$ cat config.mk
export PLATFORM = sky130hd
export DESIGN_NAME = slot_tdm_merge
export DESIGN_NICKNAME = d
export VERILOG_FILES = /design/src/rtl/stm_pkg.sv /design/src/rtl/stm_cfg_bank.sv /design/src/rtl/stm_chan_delay.sv /design/src/rtl/stm_or_merge.sv /design/src/rtl/slot_tdm_merge.sv
export SDC_FILE = /design/constraint.sdc
export NUM_CORES = 1
export LEC_CHECK = 0
export ABC_AREA = 0
export BUFFER_PORTS_ARGS = -buffer_cell sky130_fd_sc_hd__buf_4
export CORE_MARGIN = 3
export CORE_UTILIZATION = 35
export DETAILED_ROUTE_END_ITERATION = 8
export GPL_TIMING_DRIVEN = 0
export PLACE_DENSITY = 0.56
export SLEW_MARGIN = 0
export SYNTH_ARGS = -nofsm -noshare
export SYNTH_HDL_FRONTEND = slang
export SYNTH_SLANG_ARGS = --single-unit
$ cat constraint.sdc
create_clock -name clk -period 4.35 [get_ports clk]
set_input_delay 0.435 -clock clk [delete_from_list [all_inputs] [get_ports clk]]
set_output_delay 0.435 -clock clk [all_outputs]
set_load 0.01 [all_outputs]
$ cat src/rtl/stm_pkg.sv
package stm_pkg;
  localparam int FIELD_W = 4;
  localparam int TOTAL_W = FIELD_W + 1;

  typedef struct packed {
    logic [FIELD_W-1:0] base;
    logic [FIELD_W-1:0] slot;
  } stm_cfg_t;
endpackage

$ cat src/rtl/stm_cfg_bank.sv
module stm_cfg_bank
  import stm_pkg::*;
#(
  parameter int NCH = 16,
  localparam int AW = $clog2(NCH)
) (
  input  logic                clk,
  input  logic                rst,
  input  logic                we,
  input  logic [AW-1:0]       addr,
  input  stm_cfg_t            wdata,
  output stm_cfg_t [NCH-1:0]  cfg_o
);

  stm_cfg_t bank [NCH];

  always_ff @(posedge clk) begin
    if (rst) begin
      for (int i = 0; i < NCH; i++) bank[i] <= '0;
    end else if (we && (int'(addr) < NCH)) begin
      bank[addr] <= wdata;
    end
  end

  for (genvar g = 0; g < NCH; g++) begin : g_out
    assign cfg_o[g] = bank[g];
  end

  // a write is visible in the bank one edge later
  a_r1_write_lands: assert property (@(posedge clk) disable iff (rst)
    (we && (int'(addr) < NCH)) |=> (bank[$past(addr)] == $past(wdata)));

endmodule

$ cat src/rtl/stm_chan_delay.sv
module stm_chan_delay
  import stm_pkg::*;
#(
  parameter int LOOP_CLKS = 15,
  localparam int PW = (LOOP_CLKS > 2) ? $clog2(LOOP_CLKS) : 1
) (
  input  logic     clk,
  input  logic     rst,
  input  logic     hit,
  input  stm_cfg_t cfg_i,
  output logic     busy_o,
  output logic     pulse_o
);

  localparam logic [PW-1:0] PH_TOP = PW'(LOOP_CLKS - 1);
  localparam int MAX_LOOPS = 2 * ((1 << FIELD_W) - 1);

  logic               hit_q;
  logic               busy_q;
  logic               pulse_q;
  logic [TOTAL_W-1:0] loops_q;
  logic [PW-1:0]      phase_q;
  logic               accept;

  assign accept = hit && !hit_q && !busy_q;

  always_ff @(posedge clk) begin
    if (rst) begin
      hit_q   <= 1'b0;
      busy_q  <= 1'b0;
      pulse_q <= 1'b0;
      loops_q <= '0;
      phase_q <= '0;
    end else begin
      hit_q   <= hit;
      pulse_q <= 1'b0;
      if (accept) begin
        busy_q  <= 1'b1;
        loops_q <= TOTAL_W'(cfg_i.base) + TOTAL_W'(cfg_i.slot);
        phase_q <= PH_TOP;
      end else if (busy_q) begin
        if (loops_q == '0) begin
          busy_q  <= 1'b0;
          pulse_q <= 1'b1;
        end else if (phase_q == '0) begin
          loops_q <= loops_q - 1'b1;
          phase_q <= PH_TOP;
        end else begin
          phase_q <= phase_q - 1'b1;
        end
      end
    end
  end

  assign busy_o  = busy_q;
  assign pulse_o = pulse_q;

  // busy only starts from a sampled rising edge
  a_r2_start_on_edge: assert property (@(posedge clk) disable iff (rst)
    $rose(busy_q) |-> ($past(hit) && !$past(hit_q)));
  // channel pulse is one clock wide
  a_r4_one_clk_pulse: assert property (@(posedge clk) disable iff (rst)
    pulse_q |=> !pulse_q);
  // channel is idle while its pulse is out
  a_r4_idle_at_pulse: assert property (@(posedge clk) disable iff (rst)
    pulse_q |-> !busy_q);
  // a pending hit stays pending until its loops run out
  a_r5_hold_busy: assert property (@(posedge clk) disable iff (rst)
    (busy_q && (loops_q != '0)) |=> busy_q);
  // loop count never exceeds the largest programmable total
  a_r3_loops_bounded: assert property (@(posedge clk) disable iff (rst)
    busy_q |-> (int'(loops_q) <= MAX_LOOPS));

endmodule

$ cat src/rtl/stm_or_merge.sv
module stm_or_merge #(
  parameter int NCH = 16
) (
  input  logic           clk,
  input  logic           rst,
  input  logic [NCH-1:0] pulses,
  output logic           merged_o
);

  always_ff @(posedge clk) begin
    if (rst) merged_o <= 1'b0;
    else     merged_o <= |pulses;
  end

endmodule

$ cat src/rtl/slot_tdm_merge.sv
module slot_tdm_merge
  import stm_pkg::*;
#(
  parameter int NCH = 16,
  parameter int LOOP_CLKS = 15,
  localparam int AW = $clog2(NCH),
  localparam int WW = 2 * FIELD_W
) (
  input  logic           clk,
  input  logic           rst,
  input  logic           cfg_we,
  input  logic [AW-1:0]  cfg_addr,
  input  logic [WW-1:0]  cfg_wdata,
  input  logic [NCH-1:0] hit_in,
  output logic [NCH-1:0] busy,
  output logic           merged_out
);

  stm_cfg_t [NCH-1:0] cfg_w;
  logic [NCH-1:0]     pulse_w;

  stm_cfg_bank #(.NCH(NCH)) u_cfg (
    .clk   (clk),
    .rst   (rst),
    .we    (cfg_we),
    .addr  (cfg_addr),
    .wdata (stm_cfg_t'(cfg_wdata)),
    .cfg_o (cfg_w)
  );

  for (genvar g = 0; g < NCH; g++) begin : g_ch
    stm_chan_delay #(.LOOP_CLKS(LOOP_CLKS)) u_ch (
      .clk     (clk),
      .rst     (rst),
      .hit     (hit_in[g]),
      .cfg_i   (cfg_w[g]),
      .busy_o  (busy[g]),
      .pulse_o (pulse_w[g])
    );
  end

  stm_or_merge #(.NCH(NCH)) u_merge (
    .clk      (clk),
    .rst      (rst),
    .pulses   (pulse_w),
    .merged_o (merged_out)
  );

  // nothing is pending or emitted in the cycle after reset
  a_r7_reset_quiet: assert property (@(posedge clk)
    $past(rst) |-> ((busy == '0) && !merged_out));

endmodule

==> results.yml <==
timing:
  slew_viol_final: 0
  finalCritPeriodShare: 0.5527
  setup_viol_count_final: 0
  slew_headroom: 0.1349
  rsz0062_at_grt: "no"
  max_slew.worst_pin.slew_ps: 1298
  finClkSkew_ps: 20.37
  final_hold_viol_count: 0
  min_period_ps: 2404
  max_clock_freq_mhz: 415.9
  setup_tns_ps: 0
logic_synthesis:
  async_flop_share: 0
  postSynthAreaPerCell_um2: 10.33
  syn_inst: 1594
  ys_seq_area_frac: 0.4679
  yosys.cell_types.count: 60
  ys_seq_elements: 321
  synth_edf_count: 128
  synth_nets: 1737
  ys.flop_type: "dfxtp_1"
  yosysWarnings: 0
  syn-cell-area_um2: 16470
placed_design:
  place.detailed.hpwl_um: 28730
  port-buffer-count: 46
  placed_area_um2: 17570
  place_congestion: 0.8069
worst_hold_path:
  hold_class: "in2reg"
  min_path_cells: 2
  hold_end: "g_ch[3].u_ch.hit_q"
  holdCritStartpoint: "hit_in[3]"
clocking:
  cts_tree: "done"
  clkLatencyLatePin_ps: 540
  cts_made_buffers: 36
  cts_hold_buf: 0
  htree_levels: 2
  cts-root-buf: "clkbuf_16"
  clk_pin_slew_worst_paths_ps: 60
  post_cts_resized: 0
  postCtsSetupRepairBufs: 0
  clk_path_buf_depth: 3
  cts.sinks: 321
worst_setup_path:
  cp_common_cell: "clkbuf_1"
  crit_slowest_cell: "clkbuf_1"
  r2r_slack_ps: 2400
  critPathTopFamily: "buffers and inverters"
  path_cells: "clkbuf_1 > clkbuf_1 > clkbuf_1 > nor4b_1"
  critPathBufInv: 3
  path_class: "in2reg"
  start_kind: "input pin"
  ff2ff_path_depth: 7
  critPathMaxFanout: 10
  r2r_start: "g_ch[14].u_ch.loops_q[0]"
  worstSetupEndpointType: "register"
  cp_data_arrival_time_ps: 2740
  r2r_end: "g_ch[14].u_ch.loops_q[1]"
  critPathRequiredTime_ps: 4680
  max_stage_delay_ps: 1020
global_route:
  grt_antenna_before_repair: 2
  grt_use_total: 0.1665
  grt_pass1_wl_um: 65250
  grt_start_max_net_pins: 15
  grt_overflow: 0
  grt_pass1_vias: 11666
floorplan:
  fp.dieW_um: 223.0
  die_h_um: 223.0
  rows: 78
  ios: 48
  start_util: 0.3584
  die_area_um2: 49710
  core_area_um2: 45970
run_status:
  status: "completed"
finish:
  final_cell_area_um2: 18810
  fin_nets: 1821
  drive_gt1_frac: 0.1231
  fillers: 4410
  area.growth.synth_to_final_pct: 14.18
route:
  drc: 0
  wl_per_cell_um: 18.14
  wl_um: 41860
  ant_nets: 0
  first_iter_violations: 675
  vias_per_cell: 5.112
  first_pass_iters: 5
  vias: 11799
pwr:
  vdd_drop_max_uv: 197.2
  p_leak_nw: 7.417
  p_per_area_nw_per_um2: 440.3
run:
  cap_violations: 0
[metal layers]
metal,part of all wire,global-route usage
met3,0.037,0.02013
met5,0,0
met4,0.033,0.06214
met1,0.47,0.2276
met2,0.46,0.2710
[how the worst max path moves through the flow]
stage,start,endpoint,slack [ps],cells after the start
after global routing,rst,u_cfg.bank[8][4],1760,5
after detailed placement,rst,g_ch[0].u_ch.busy_o,1370,4
after floorplan,rst,u_cfg.bank[1][0],2090,4
after CTS,rst,g_ch[5].u_ch.phase_q[2],1930,4
after global placement,rst,g_ch[14].u_ch.pulse_o,1330,4
final,rst,g_ch[14].u_ch.pulse_o,1950,4
[cell usage in the layout, fill, tap and decap left out, types with 8 or more instances in the layout]
cell,n
a211oi_1,50
a21o_1,20
a21oi_1,53
a221oi_1,16
a311oi_1,16
a31oi_1,20
and2_1,128
and3_1,27
and4bb_2,12
buf_2,13
buf_4,63
clkbuf_1,61
clkbuf_16,39
dfxtp_1,193
edfxtp_1,128
fa_1,16
ha_1,96
inv_1,126
mux2i_1,8
nand2_1,49
nand2_4,13
nand3_1,42
nand4_1,21
nor2_1,90
nor2b_1,32
nor3_1,48
nor3b_1,28
nor4b_1,15
o21ai_0,37
or3_1,14
or3b_2,16
or4b_1,17
xnor2_1,44
xor2_1,56
[kinds of logic after synthesis]
| group | share of synthesized area |
|---|---|
| flops | 0.4679 |
| mux | 0.009647 |
| simple gates | 0.2184 |
| buf+inv | 0.05476 |
| compound gates | 0.1038 |
| xor+xnor | 0.05317 |
| fa+ha+maj | 0.09236 |
[stage by stage]
stage	hold slack (ps)	power [W]	setup WS, ps	instances	utilization
2_1_floorplan	405.3	0.004733	2093	1594	-
3_3_place_gp	433.5	0.005125	1330	2240	0.3822
3_5_place_dp	425.0	0.005164	1369	2240	0.3822
4_1_cts	86.13	0.008366	1934	2306	0.4091
5_1_grt	112.7	0.008705	1759	2307	0.4091
6_report	119.8	0.008282	1946	2308	0.4092
[cell type report]
type                       count  area (um2)  share of cell area
antenna                        2       5.005           0.0002661
buffer                        86       425.4             0.02262
clock buffer                  51        1051             0.05588
clock inverter                15       183.9            0.009778
inverter                     127       476.7             0.02534
multi-input combinational   1060        7864              0.4181
sequential                   321        7707              0.4098
tap                          600       750.7             0.03991
timing repair buffer          46       345.3             0.01836
[state kept, by name, summed over array words and instances, names as in the netlist]
register	flops
u_cfg.bank	128
g_ch.u_ch.loops_q	80
g_ch.u_ch.phase_q	64
g_ch.u_ch.busy_o	16
g_ch.u_ch.hit_q	16
g_ch.u_ch.pulse_o	16
u_merge.merged_o	1
[power by group]
group | total [W] | leakage, nW | switching (W) | internal (W)
clock | 0.00317 | 0.609 | 0.00124 | 0.00193
combinational | 0.00152 | 3.99 | 0.000874 | 0.000646
sequential | 0.00359 | 2.82 | 0.000188 | 0.00340
[synthesized netlist by cell type (21+ instances only)]
cell type	instances	share of area
dfxtp_1	193	0.23
and2_1	128	0.049
edfxtp_1	128	0.23
inv_1	126	0.029
ha_1	96	0.073
nor2_1	90	0.021
xor2_1	56	0.030
a21oi_1	53	0.016
clkbuf_1	52	0.012
a211oi_1	50	0.023
nand2_1	49	0.011
nor3_1	48	0.015
xnor2_1	44	0.023
nand3_1	42	0.013
o21ai_0	37	0.011
nor2b_1	32	0.012
nor3b_1	28	0.013
and3_1	27	0.010
nand4_1	21	0.0080
No activity file was read; power rests on OpenSTA's default activity.
